==> src/rtl/pwb_pkg.sv <==
package pwb_pkg;
   // outcome of a stop event
   typedef enum logic [1:0] {
      STOP_IGNORE  = 2'd0,
      STOP_COMMIT  = 2'd1,
      STOP_DISCARD = 2'd2
   } stop_act_t;

   // shortest write cycle that still covers the slot walk
   function automatic int unsigned min_cycles(input int unsigned page_w);
      return (1 << page_w) + 1;
   endfunction
endpackage

==> src/rtl/pwb_gather.sv <==
module pwb_gather #(
   parameter int ADDR_W = 7,
   parameter int DATA_W = 8,
   parameter int PAGE_W = 3
) (
   input  logic                            clk,
   input  logic                            rst_n,
   input  logic                            load_i,
   input  logic [ADDR_W-1:0]               load_addr_i,
   input  logic                            stb_i,
   input  logic [DATA_W-1:0]               data_i,
   input  logic                            clear_i,
   output logic [ADDR_W-1:0]               ptr_o,
   output logic [(1<<PAGE_W)-1:0]          valid_o,
   output logic [(1<<PAGE_W)-1:0][DATA_W-1:0] slots_o
);
   localparam int PAGE_N = 1 << PAGE_W;
   localparam int HI_W   = ADDR_W - PAGE_W;

   logic [HI_W-1:0]   ptr_hi_q;
   logic [PAGE_W-1:0] ptr_lo_q;

   always_ff @(posedge clk or negedge rst_n) begin
      if (!rst_n) begin
         ptr_hi_q <= '0;
         ptr_lo_q <= '0;
      end else if (load_i) begin
         ptr_hi_q <= load_addr_i[ADDR_W-1:PAGE_W];
         ptr_lo_q <= load_addr_i[PAGE_W-1:0];
      end else if (stb_i) begin
         ptr_lo_q <= ptr_lo_q + 1'b1;
      end
   end

   assign ptr_o = {ptr_hi_q, ptr_lo_q};

   for (genvar i = 0; i < PAGE_N; i++) begin : g_slot
      logic              vld_q;
      logic [DATA_W-1:0] dat_q;
      always_ff @(posedge clk or negedge rst_n) begin
         if (!rst_n) begin
            vld_q <= 1'b0;
            dat_q <= '0;
         end else if (load_i || clear_i) begin
            vld_q <= 1'b0;
         end else if (stb_i && (ptr_lo_q == PAGE_W'(i))) begin
            vld_q <= 1'b1;
            dat_q <= data_i;
         end
      end
      assign valid_o[i] = vld_q;
      assign slots_o[i] = dat_q;
   end


   page_hold_chk: assert property (@(posedge clk) disable iff (!rst_n)
      stb_i && !load_i |=> ptr_o[ADDR_W-1:PAGE_W] == $past(ptr_o[ADDR_W-1:PAGE_W]));


   slot_fill_chk: assert property (@(posedge clk) disable iff (!rst_n)
      stb_i && !load_i && !clear_i |=> valid_o != '0);
endmodule

==> src/rtl/pwb_cycle_timer.sv <==
module pwb_cycle_timer #(
   parameter int CYCLES = 500,
   parameter int CNT_W  = $clog2(CYCLES)
) (
   input  logic             clk,
   input  logic             rst_n,
   input  logic             start_i,
   output logic             busy_o,
   output logic [CNT_W-1:0] count_o,
   output logic             done_o
);
   logic             busy_q;
   logic [CNT_W-1:0] cnt_q;

   assign done_o  = busy_q && (cnt_q == CNT_W'(CYCLES - 1));
   assign busy_o  = busy_q;
   assign count_o = cnt_q;

   always_ff @(posedge clk or negedge rst_n) begin
      if (!rst_n) begin
         busy_q <= 1'b0;
         cnt_q  <= '0;
      end else if (start_i && !busy_q) begin
         busy_q <= 1'b1;
         cnt_q  <= '0;
      end else if (done_o) begin
         busy_q <= 1'b0;
         cnt_q  <= '0;
      end else if (busy_q) begin
         cnt_q <= cnt_q + 1'b1;
      end
   end


   window_end_chk: assert property (@(posedge clk) disable iff (!rst_n)
      done_o |=> !busy_o);


   window_hold_chk: assert property (@(posedge clk) disable iff (!rst_n)
      busy_o && !done_o |=> busy_o);
endmodule

==> src/rtl/pwb_page_writer.sv <==
module pwb_page_writer
   import pwb_pkg::*;
#(
   parameter int ADDR_W    = 7,
   parameter int DATA_W    = 8,
   parameter int PAGE_W    = 3,
   parameter int WR_CYCLES = 500
) (
   input  logic              clk,
   input  logic              rst_n,
   input  logic              addr_load,
   input  logic [ADDR_W-1:0] addr_in,
   input  logic              byte_stb,
   input  logic [DATA_W-1:0] byte_in,
   input  logic              stop_evt,
   input  logic              wr_protect,
   input  logic              supply_lock,
   output logic              busy,
   output logic [ADDR_W-1:0] ptr_out,
   output logic              mem_we,
   output logic [ADDR_W-1:0] mem_addr,
   output logic [DATA_W-1:0] mem_wdata
);
   localparam int PAGE_N = 1 << PAGE_W;
   localparam int CNT_W  = $clog2(WR_CYCLES);

   if (PAGE_W < 1 || PAGE_W >= ADDR_W) begin : g_bad_page
      $error("PAGE_W must lie between 1 and ADDR_W-1");
   end
   if (WR_CYCLES < int'(min_cycles(PAGE_W))) begin : g_bad_cycles
      $error("WR_CYCLES too short for the slot walk");
   end
   if (DATA_W < 1) begin : g_bad_data
      $error("DATA_W must be positive");
   end

   logic [PAGE_N-1:0]             valid;
   logic [PAGE_N-1:0][DATA_W-1:0] slots;
   logic [CNT_W-1:0]              count;
   logic                          done;
   stop_act_t                     act;
   logic [PAGE_W-1:0]             walk_idx;
   logic                          in_walk;

   always_comb begin
      act = STOP_IGNORE;
      if (stop_evt && !busy && (valid != '0))
         act = (wr_protect || supply_lock) ? STOP_DISCARD : STOP_COMMIT;
   end

   pwb_gather #(
      .ADDR_W(ADDR_W), .DATA_W(DATA_W), .PAGE_W(PAGE_W)
   ) u_gather (
      .clk         (clk),
      .rst_n       (rst_n),
      .load_i      (addr_load && !busy),
      .load_addr_i (addr_in),
      .stb_i       (byte_stb && !busy),
      .data_i      (byte_in),
      .clear_i     ((act == STOP_DISCARD) || done),
      .ptr_o       (ptr_out),
      .valid_o     (valid),
      .slots_o     (slots)
   );

   pwb_cycle_timer #(
      .CYCLES(WR_CYCLES), .CNT_W(CNT_W)
   ) u_timer (
      .clk     (clk),
      .rst_n   (rst_n),
      .start_i (act == STOP_COMMIT),
      .busy_o  (busy),
      .count_o (count),
      .done_o  (done)
   );

   assign walk_idx  = count[PAGE_W-1:0];
   assign in_walk   = busy && (count < CNT_W'(PAGE_N));
   assign mem_we    = in_walk && valid[walk_idx];
   assign mem_addr  = {ptr_out[ADDR_W-1:PAGE_W], walk_idx};
   assign mem_wdata = slots[walk_idx];


   array_write_in_busy_chk: assert property (@(posedge clk) disable iff (!rst_n)
      mem_we |-> busy);


   protect_no_busy_chk: assert property (@(posedge clk) disable iff (!rst_n)
      stop_evt && !busy && wr_protect |=> !busy && !mem_we);


   lock_no_busy_chk: assert property (@(posedge clk) disable iff (!rst_n)
      stop_evt && !busy && supply_lock |=> !busy && !mem_we);


   busy_from_stop_chk: assert property (@(posedge clk) disable iff (!rst_n)
      $rose(busy) |-> $past(stop_evt) && !$past(wr_protect) && !$past(supply_lock));


   ptr_frozen_chk: assert property (@(posedge clk) disable iff (!rst_n)
      busy && !done |=> $stable(ptr_out));
endmodule

==> config.mk <==
export PLATFORM = sky130hd
export DESIGN_NAME = pwb_page_writer
export DESIGN_NICKNAME = d
export VERILOG_FILES = /design/src/rtl/pwb_pkg.sv /design/src/rtl/pwb_gather.sv /design/src/rtl/pwb_cycle_timer.sv /design/src/rtl/pwb_page_writer.sv
export SDC_FILE = /design/constraint.sdc
export NUM_CORES = 1
export LEC_CHECK = 0
export BUFFER_PORTS_ARGS = -buffer_cell sky130_fd_sc_hd__buf_2
export CAP_MARGIN = 10
export CELL_PAD_IN_SITES_DETAIL_PLACEMENT = 1
export CELL_PAD_IN_SITES_GLOBAL_PLACEMENT = 1
export CORE_MARGIN = 8
export CORE_UTILIZATION = 34
export CTS_BUF_LIST = sky130_fd_sc_hd__clkbuf_16
export DETAILED_ROUTE_END_ITERATION = 7
export HOLD_SLACK_MARGIN = 0.06
export PLACE_DENSITY = 0.65
export SYNTH_ARGS = -nofsm -noshare
export SYNTH_HDL_FRONTEND = slang
export SYNTH_HIERARCHICAL = 1
export SYNTH_SLANG_ARGS = --single-unit
==> constraint.sdc <==
create_clock -name clk -period 2.3 [get_ports clk]
set_input_delay 0.345 -clock clk [delete_from_list [all_inputs] [get_ports clk]]
set_output_delay 0.345 -clock clk [all_outputs]
set_load 0.01 [all_outputs]
==> results.md, run 1 <==
- The cell family contributing the most delay on the critical path is simple AND/OR/NAND/NOR gates.
- The worst-skew pair later-pin latency is 0.34 ns.
- The post-route setup TNS is 0 ns.
- Wires add up to 10470 µm.
- In this run the critical register-to-register path is captured at u_gather/g_slot[5].dat_q[5]$_DFFE_PN0P_.
- The fraction of the cycle the final worst path needs is 96.58%.
- The number of maximum-capacitance violations is 0.
- The vias per cell is 4.989.
- The first detailed-routing pass ran for 4 iterations.
- After detailed routing, the number of remaining DRC violations is 0.
- The share of synthesized area occupied by flip-flops and latches is 50.24%.
- The worst setup path is captured at a flop.
- The die is 130.2 µm tall.
- Counting flops with a built-in enable in the synthesized netlist gives 0.
- The uppermost metal layer occupied by signal nets is met4.
- The number of buffers inserted during clock tree synthesis is 9.
- The worst slack on hold paths is 0.2058 ns.
- The net load switching power is 2.478 mW.
- The synthesized net count is 350.
- The most repeated cell in the gate-level netlist after synthesis is sky130_fd_sc_hd__dfrtp_1.
- The slowest stage of the critical path belongs to the cell sky130_fd_sc_hd__dfrtp_1.
- The longest clock path from root to sink contains 2 buffers.
- Once the floorplan was initialized, standard cells occupied 34.99% of the core.
- The detail route stage leaves a number of antenna-violating nets equal to 0.
- Cell internal power was estimated by the tool at 4.654 mW.
- For this run, asynchronously set or reset flops after synthesis account for 100.0%.
- The largest single stage delay on the critical path is 0.41 ns.
- The flow ran to the end, and the final reports show no timing, DRC or antenna violations.
- After floorplanning, the core was divided into 41 placement rows.
- The part of the total power dissipated in the clock network is 20.4%.
- The startpoint identified for the worst register-to-register timing path is u_timer/count_o[0]$_DFFE_PN0P_.
- Counting buffers and inverters, the worst setup path is 8 cells deep.
- The cell area that synthesis handed to floorplanning was 0.004433 mm².
- After synthesis, the netlist uses 49 different library cells.
- The most frequently used flop master after synthesis is sky130_fd_sc_hd__dfrtp_1.
- Traced cell by cell, the critical path runs through ha_1 -> nand4bb_1 -> nor3_2 -> o21bai_2 -> nor2b_4 -> and4b_1 -> buf_4 -> mux2_2.
- The number of slew-limit violations in the final report came to 0.
- Counting instances in the post-synthesis netlist gives the leading cell types as sky130_fd_sc_hd__dfrtp_1, sky130_fd_sc_hd__mux2_2, sky130_fd_sc_hd__nand2_1.
- Clock-pin slew was measured on the worst setup and hold paths at 0.07 ns.
- The min-delay analysis places its worst path in the category in -> reg.
- The worst register-to-register path has a depth of 8.
- The cell count of the worst hold path is 3.
- The worst setup path is launched from a flop.
- The synthesized design spends more area on one cell type than any other, namely sky130_fd_sc_hd__dfrtp_1.
- The die area is 0.01695 mm².
- Counting every sink on the clock net gives 89.
- For the final database, setup skew stands at 0.01209 ns.
- The start point of the worst hold path is addr_in[2].
- The worst pin sits at a relative slew slack of 63.62%.
- The via count is 2779.
- Setup repair after global routing left no endpoint under its margin.
- The post-synthesis cell count is 321.
- Subtracting the final worst setup slack from the clock period gives 2.221 ns.
- The number of buffers and inverters on the critical path is 1.
- The placed cell count is 538.
- The first global-routing pass estimated 17530 µm of wire.
- After detailed routing, the average wire length per cell comes to 18.80 µm.
- The static power due to leakage is 2.470 nW.
- The floorplan step defined a core boundary enclosing 0.01267 mm².
- Of all nets on the critical path, the largest fanout is 5.
- The hold violation total from the final report is 0.
- The worst register-to-register path has a setup slack of 0.08 ns.
- Setup violations remaining at the end of the flow were counted as 0.
- After the first detailed-routing iteration, the DRC count stood at 152.
- Synthesis inferred 89 register bits.
- STA puts the critical path data required time at 2.52 ns.
- The worst endpoint data arrival time is 2.44 ns.
- The repair_antennas step left the layout with diodes totalling 0.
- The ratio of cells with drive above 1 in the final layout is 47.27%.
- The wire-length estimate of the detail-placed layout is 7160 µm.
- In the global route stage, overall resource usage came out at 13.50%.
- The worst-case IR drop observed on VDD is 0.0003620 V.
- For this block, wires on met1 add up to 4679 µm.
- The via count of the first global-routing pass is 3140.
- Detailed routing placed a total of 5421 µm of wire on met2.
- For this run, the top clock speed supported by timing is 450.2 MHz.
- Of the total power, registers draw 38.5%.
- Fill cells in the final layout number 1343.
- After synthesis, the cell types taking the most area are sky130_fd_sc_hd__dfrtp_1, sky130_fd_sc_hd__mux2_2, sky130_fd_sc_hd__mux4_1.
- The met3 routed wirelength is 233 µm.
- The count of H-tree levels built during CTS is 3.
- The destination of the worst hold path is u_gather/ptr_lo_q[2]$_DFFE_PN0P_.
- Input and output buffers added on the ports amount to 45.
- For this design the ratio of total power to cell area is 1361 mW/mm².
- At the end of routability-driven placement, the weighted congestion stood at 0.7624.
- The average cell area after synthesis is 13.81 µm².
- Entering global routing, the biggest net connects 40 pins.
- After global routing the overflow that remains totals 0.
- The initial antenna violation count came to 0.
- Leaving out filler cells and counting taps, the final layout contains 557.
- The synthesized design devotes to its leading area cell type 50.24% of total area.
- The area added between synthesis and finish is 18.23%.
- The critical path is of the reg -> reg type.
- The final net count is 409.
- At the pin with the least slew margin, the transition time is 0.5424 ns.
- The clock root buffer master is sky130_fd_sc_hd__clkbuf_16.
- The proportion of total power due to net switching is 34.75%.
- TritonCTS built the clock tree.
- The die outline width is 130.2 µm.
- The number of warnings issued by yosys is 6.
- The share of total power in combinational logic is 41.1%.
- For this design the top-level I/O count stands at 46.
==> power groups by stage <==
stage          Sequential (mW)  Combinational [mW]  Clock, mW
3_5_place_dp              2.75                2.92          0
3_3_place_gp              2.71                2.83          0
4_1_cts                   2.74                2.96       1.50
6_report                  2.75                2.93       1.45
2_1_floorplan             2.69                2.13          0
5_1_grt                   2.86                3.24       1.56
==> through the flow <==
| stage | util (%) | worst slack (ns) | power [mW] | instance area [µm²] |
|---|---|---|---|---|
| 3_5_place_dp | 38.49 | 0.09559 | 5.673 | 4877 |
| 2_1_floorplan | - | 0.1109 | 4.813 | 4433 |
| 6_report | 41.36 | 0.07873 | 7.132 | 5241 |
| 4_1_cts | 41.08 | 0.01324 | 7.207 | 5205 |
| 5_1_grt | 41.36 | 0.002126 | 7.666 | 5241 |
| 3_3_place_gp | 38.49 | 0.1789 | 5.538 | 4877 |
==> how the worst max path moves through the flow <==
stage / start / slack (ns) / end
3_3_place_gp: u_timer/count_o[0]$_DFFE_PN0P_ / 0.18 / u_gather/g_slot[3].dat_q[6]$_DFFE_PN0P_
4_1_cts: u_timer/count_o[1]$_DFFE_PN0P_ / 0.01 / mem_we
5_1_grt: u_timer/count_o[0]$_DFFE_PN0P_ / 0.002 / u_gather/g_slot[5].dat_q[1]$_DFFE_PN0P_
2_1_floorplan: u_timer/count_o[0]$_DFFE_PN0P_ / 0.11 / u_gather/g_slot[3].dat_q[0]$_DFFE_PN0P_
3_5_place_dp: u_timer/count_o[0]$_DFFE_PN0P_ / 0.1 / u_gather/g_slot[3].dat_q[4]$_DFFE_PN0P_
6_report: u_timer/count_o[0]$_DFFE_PN0P_ / 0.08 / u_gather/g_slot[5].dat_q[5]$_DFFE_PN0P_
==> cells in the final DEF (no fill, tap or decap), types with 2 or more instances in the layout <==
cell type,n
sky130_fd_sc_hd__a21o_1,5
sky130_fd_sc_hd__a21oi_1,2
sky130_fd_sc_hd__and4b_1,2
sky130_fd_sc_hd__buf_12,4
sky130_fd_sc_hd__buf_2,44
sky130_fd_sc_hd__buf_4,24
sky130_fd_sc_hd__clkbuf_16,9
sky130_fd_sc_hd__clkinv_4,2
sky130_fd_sc_hd__dfrtp_1,88
sky130_fd_sc_hd__ha_1,7
sky130_fd_sc_hd__inv_1,6
sky130_fd_sc_hd__inv_6,3
sky130_fd_sc_hd__mux2_2,62
sky130_fd_sc_hd__mux2_4,8
sky130_fd_sc_hd__mux2i_1,2
sky130_fd_sc_hd__mux4_1,8
sky130_fd_sc_hd__mux4_2,9
sky130_fd_sc_hd__nand2_1,38
sky130_fd_sc_hd__nand3_2,2
sky130_fd_sc_hd__nor2_1,8
sky130_fd_sc_hd__nor2b_1,2
sky130_fd_sc_hd__nor3_1,2
sky130_fd_sc_hd__o2111ai_1,2
sky130_fd_sc_hd__o21ai_0,10
sky130_fd_sc_hd__or3_1,2
sky130_fd_sc_hd__xor2_1,3
==> worst reg2reg max path, cell delays in order (launching register included) <==
cell and delay (ns):
sky130_fd_sc_hd__dfrtp_1 0.41, sky130_fd_sc_hd__ha_1 0.26, sky130_fd_sc_hd__nand4bb_1 0.19, sky130_fd_sc_hd__nor3_2 0.07, sky130_fd_sc_hd__o21bai_2 0.22, sky130_fd_sc_hd__nor2b_4 0.18
sky130_fd_sc_hd__and4b_1 0.24, sky130_fd_sc_hd__buf_4 0.17, sky130_fd_sc_hd__mux2_2 0.35
==> metal layers <==
layer  GRT usage, %  vias up
met5              0        -
met4          4.713        0
met3          2.122        8
met2          22.91       37
met1          17.08     1455
li1               -     1279
==> cell type report <==
| class | count | area, µm² | share of cell area (%) |
|---|---|---|---|
| Sequential cell | 89 | 2228 | 42.52 |
| Multi-Input combinational cell | 200 | 1984 | 37.86 |
| Timing Repair Buffer | 73 | 490.5 | 9.358 |
| Clock buffer | 9 | 225.2 | 4.297 |
| Tap cell | 172 | 215.2 | 4.106 |
| Clock inverter | 7 | 71.32 | 1.361 |
| Inverter | 7 | 26.28 | 0.5013 |
==> timing repair <==
action | CTS | global route
resized for setup | 5 | 10
setup buffers | 0 | 2
hold buffers | 1 | 0
hold endpoints to repair | 35 | 0
setup endpoints to repair | 9 | 36
pin swaps | 0 | 2
==> flip-flops by register name (all words and copies together), names as in the netlist <==
| name | count |
|---|---|
| u_gather/ptr_hi_q | 4 |
| u_gather/g_slot.dat_q | 64 |
| u_gather/ptr_lo_q | 3 |
| u_timer/count_o | 9 |
| u_timer/busy_o | 1 |
| u_gather/g_slot.vld_q | 8 |
==> cells by family after synthesis <==
kind of cell	synth area share [%]
AO/OA/AOI/OAI	4.460
buffers and inverters	5.362
multiplexers	28.39
adder cells (fa/ha/maj)	1.976
AND/OR/NAND/NOR	8.778
flip-flops	50.24
XOR/XNOR	0.7904
Note: power is estimated with default switching activity, not from simulation.
==> inputs of run 2 (changes only) <==
CORE_ASPECT_RATIO = 0.6   (was unset)
clock period = 2.4 ns   (was 2.3 ns; I/O delays follow)
==> run 2 against run 1 <==
  * Cell count down 2.2%
  * Critical path type is now reg -> out
  * Combinational power is 5% lower
  * Sequential cell count did not move
  * Utilization down 1.3 points
  * Sequential share of layout area increased by 1.0 points
  * Clock skew is 0.0052 ns lower
  * Clock power decreased by 12%
  * Via count grew 0.61%
  * First-iteration DRC count up 7.9%
  * Die area rose by 0.70%
==> results.md, run 2 (same netlist as run 1, synthesis figures left out) <==
- The static power due to leakage is 2.410 nW (was 2.470 nW).
- The worst endpoint data arrival time is 1.98 ns (was 2.44 ns).
- The tightest slew margin relative to the limit came to 60.49% (was 63.62%).
- The final net count is 399 (was 409).
- The power per unit of standard cell area is 1308 mW/mm² (was 1361 mW/mm²).
- The number of buffers on the longest clock path was 2 (unchanged).
- The clock root buffer master was sky130_fd_sc_hd__clkbuf_16 (unchanged).
- The detail-routed net length per standard cell is 20.07 µm (was 18.80 µm).
- Unrepaired setup endpoints after global routing: true (was false).
- The final critical-path required period is 2.341 ns.
- The initial antenna violation count is 0 (unchanged).
- Status: complete, no violations (unchanged).
- The kind of end point of the critical path is an output port (was flop).
- The most common cell after layout, fill and taps aside is sky130_fd_sc_hd__dfrtp_1 (unchanged).
- The start point of the worst hold path is addr_in[2] (unchanged).
- The die outline width is 163.4 µm (was 130.2 µm).
- The start-to-end type of the worst setup path is reg -> out (was reg -> reg).
- The required time at the endpoint of the critical path is 2.04 ns (was 2.52 ns).
- The fraction of the cycle the final worst path needs is 97.55%.
- The site row count is 32 (was 41).
- The number of DRC markers in iteration 0 came to 164 (was 152).
- The number of flip-flops under the largest register name is 64 (unchanged).
- The hold violation total from the final report is 0 (unchanged).
- The via count is 2796 (was 2779).
- The die span in y is 104.4 µm (was 130.2 µm).
- The aggregate global routing overflow was 0 (unchanged).
- The reg-to-reg critical path startpoint was u_timer/count_o[1]$_DFFE_PN0P_ (was u_timer/count_o[0]$_DFFE_PN0P_).
- The slowest stage cell on the critical path is sky130_fd_sc_hd__mux4_1 (was sky130_fd_sc_hd__dfrtp_1).
- The destination of the worst hold path was u_gather/ptr_lo_q[2]$_DFFE_PN0P_ (unchanged).
- The clock tree from TritonCTS is yes (unchanged).
- The overall routed net length was 10940 µm (was 10470 µm).
- The via count of the first global-routing pass is 3124 (was 3140).
- The top-level I/O count is 46 (unchanged).
- The area added between synthesis and finish is 15.52% (was 18.23%).
- The clock input transition at the sequential cells of the worst setup and hold paths is 0.06 ns (was 0.07 ns).
- The ratio of cells with drive above 1 in the final layout is 43.73% (was 47.27%).
- The number of maximum-capacitance violations was 0 (unchanged).
- The post-layout total power is 6.697 mW (was 7.132 mW).
- The global-route wire length before repair was 18200 µm (was 17530 µm).
- The placeable core region is 0.01277 mm² (was 0.01267 mm²).
- The number of design rule violations left after detail routing came to 0 (unchanged).
- The count of fill cells added during filler insertion is 1356 (was 1343).
- The clock sink count came to 89 (unchanged).
- The number of buffers inserted during clock tree synthesis came to 9 (unchanged).
- The die area was 0.01707 mm² (was 0.01695 mm²).
- The maximum number of pins on one net before global-route repair is 84 (was 40).
- The global router's overall resource usage is 13.75% (was 13.50%).
- The worst-skew pair later-pin latency was 0.34 ns (about the same).
- The number of slew-limit violations in the final report was 0 (unchanged).
- The endpoint of the lowest-slack register-to-register path is u_gather/g_slot[3].dat_q[7]$_DFFE_PN0P_ (was u_gather/g_slot[5].dat_q[5]$_DFFE_PN0P_).
- Top library cells by usage in the layout, fill and taps aside: sky130_fd_sc_hd__dfrtp_1, sky130_fd_sc_hd__mux2_2, sky130_fd_sc_hd__buf_2 (unchanged).
- The cell count of the worst hold path is 3 (unchanged).
- The register with the most flip-flops is u_gather/g_slot.dat_q (unchanged).
- The highest fanout seen on the critical path was 23 (was 5).
- The critical path's top delay family is multiplexers (was simple AND/OR/NAND/NOR gates).
- The number of routed nets with antenna violations is 0 (unchanged).
- The half-perimeter wire length after detailed placement is 7401 µm (was 7160 µm).
- The worst-case vdd ir drop is 0.0004125 V (was 0.0003620 V).
- The multi-input combinational cell area is 0.001973 mm² (was 0.001984 mm²).
- The post-placement cell area is 0.004827 mm² (was 0.004877 mm²).
- The class of the most critical hold timing path is in -> reg (unchanged).
- The highest achievable clock rate is 427.1 MHz.
- The count of input and output buffers is 45 (unchanged).
- The count of H-tree levels built during CTS is 3 (unchanged).
- The largest clock skew in the final design was 0.006923 ns (was 0.01209 ns).
- The post-route setup TNS is 0 ns (unchanged).
- Worst path cell trace: buf_8 -> mux4_1 -> nor2_1 -> a311oi_1 -> buf_2 (was ha_1 -> nand4bb_1 -> nor3_2 -> o21bai_2 -> nor2b_4 -> and4b_1 -> buf_4 -> mux2_2).
- The pin slew with the least headroom to its limit was 0.5891 ns (was 0.5424 ns).
- The placer's final routability congestion estimate is 0.8167 (was 0.7624).
- The number of buffers and inverters on the critical path is 2 (was 1).
- The longest individual stage delay on the worst path was 0.62 ns (was 0.41 ns).
- The worst reg-to-reg path cell count is 8 (unchanged).
- The antenna cell count is 0 (unchanged).
- The first-pass iteration count of the detailed router is 4 (unchanged).
- The element type at the critical path start was a flop (unchanged).
- The summed area of non-filler cells in the final layout is 0.005121 mm² (was 0.005241 mm²).
- The flop-to-flop setup slack was 0.16 ns (was 0.08 ns).
- The post-CTS setup buffer count is 0 (unchanged).
- The starting density of the core is 34.71% (was 34.99%).
- The startpoint of the most critical setup path is u_timer/count_o[1]$_DFFE_PN0P_ (was u_timer/count_o[0]$_DFFE_PN0P_).
- The total setup violations reported at the end of the flow is 0 (unchanged).
- The vias per cell is 5.130 (was 4.989).
- The flip-flop and latch area came to 0.002228 mm² (unchanged).
[run 2: cell types whose count changed in the layout (fill, tap and decap cells not counted), moves of 2 or more]
| cell | change |
|---|---|
| sky130_fd_sc_hd__buf_4 | -11 |
| sky130_fd_sc_hd__inv_6 | -3 |
| sky130_fd_sc_hd__clkinv_2 | +3 |
| sky130_fd_sc_hd__mux4_1 | +2 |
| sky130_fd_sc_hd__mux4_2 | -2 |
[run 2: stage by stage]
stage	std cells	hold slack, ns	utilization (%)	setup slack (ns)
floorplan	321	0.06441	-	0.2109
global placement	528	0.1849	37.79	0.2690
detailed placement	528	0.1920	37.79	0.1812
CTS	545	0.2254	40.00	0.02498
global route	545	0.2469	40.10	-0.01618
finish	545	0.2332	40.10	0.05884
[run 2: worst max path at each step]
stage                                         endpoint  depth (start not counted)
3_3_place_gp   u_gather/g_slot[3].dat_q[0]$_DFFE_PN0P_                          7
6_report                                        mem_we                          5
5_1_grt                                         mem_we                          5
3_5_place_dp   u_gather/g_slot[3].dat_q[0]$_DFFE_PN0P_                          8
4_1_cts                                         mem_we                          5
2_1_floorplan  u_gather/g_slot[3].dat_q[0]$_DFFE_PN0P_                          9
[run 2: timing repair]
item                                   in CTS  in global routing
endpoints found under the hold margin       6                  0
setup endpoints to repair                   2                 16
pin swaps                                   0                  1
resized for setup                           3                  4
hold buffers                                1                  0
gates cloned                                0                  0
[run 2: worst register-to-register path: stages (launching register included)]
cell	delay [ns]
sky130_fd_sc_hd__dfrtp_1	0.41
sky130_fd_sc_hd__ha_1	0.24
sky130_fd_sc_hd__nand4bb_1	0.20
sky130_fd_sc_hd__nor3_2	0.07
sky130_fd_sc_hd__o21bai_1	0.21
sky130_fd_sc_hd__nor2_1	0.19
sky130_fd_sc_hd__buf_4	0.16
sky130_fd_sc_hd__and3_4	0.32
sky130_fd_sc_hd__mux2_4	0.33
[run 2: cell type report]
class                           count  area share [%]
Clock buffer                        9           4.398
Clock inverter                      7          0.7574
Inverter                            7          0.5131
Multi-Input combinational cell    200           38.53
Sequential cell                    89           43.51
Tap cell                          170           4.153
Timing Repair Buffer               63           8.136
[run 2: power by group]
| part | switching (mW) | internal, mW | total [mW] |
|---|---|---|---|
| combinational | 1.31 | 1.48 | 2.79 |
| clock | 0.581 | 0.690 | 1.27 |
| sequential | 0.443 | 2.20 | 2.64 |
[run 2: metal layers]
metal,vias up,GRT usage (%),part of all wire (%)
met1,1481,18.86,49
li1,1264,-,-
met5,-,0,0
met4,0,4.107,0.72
met2,45,20.53,46
met3,6,3.953,3.9
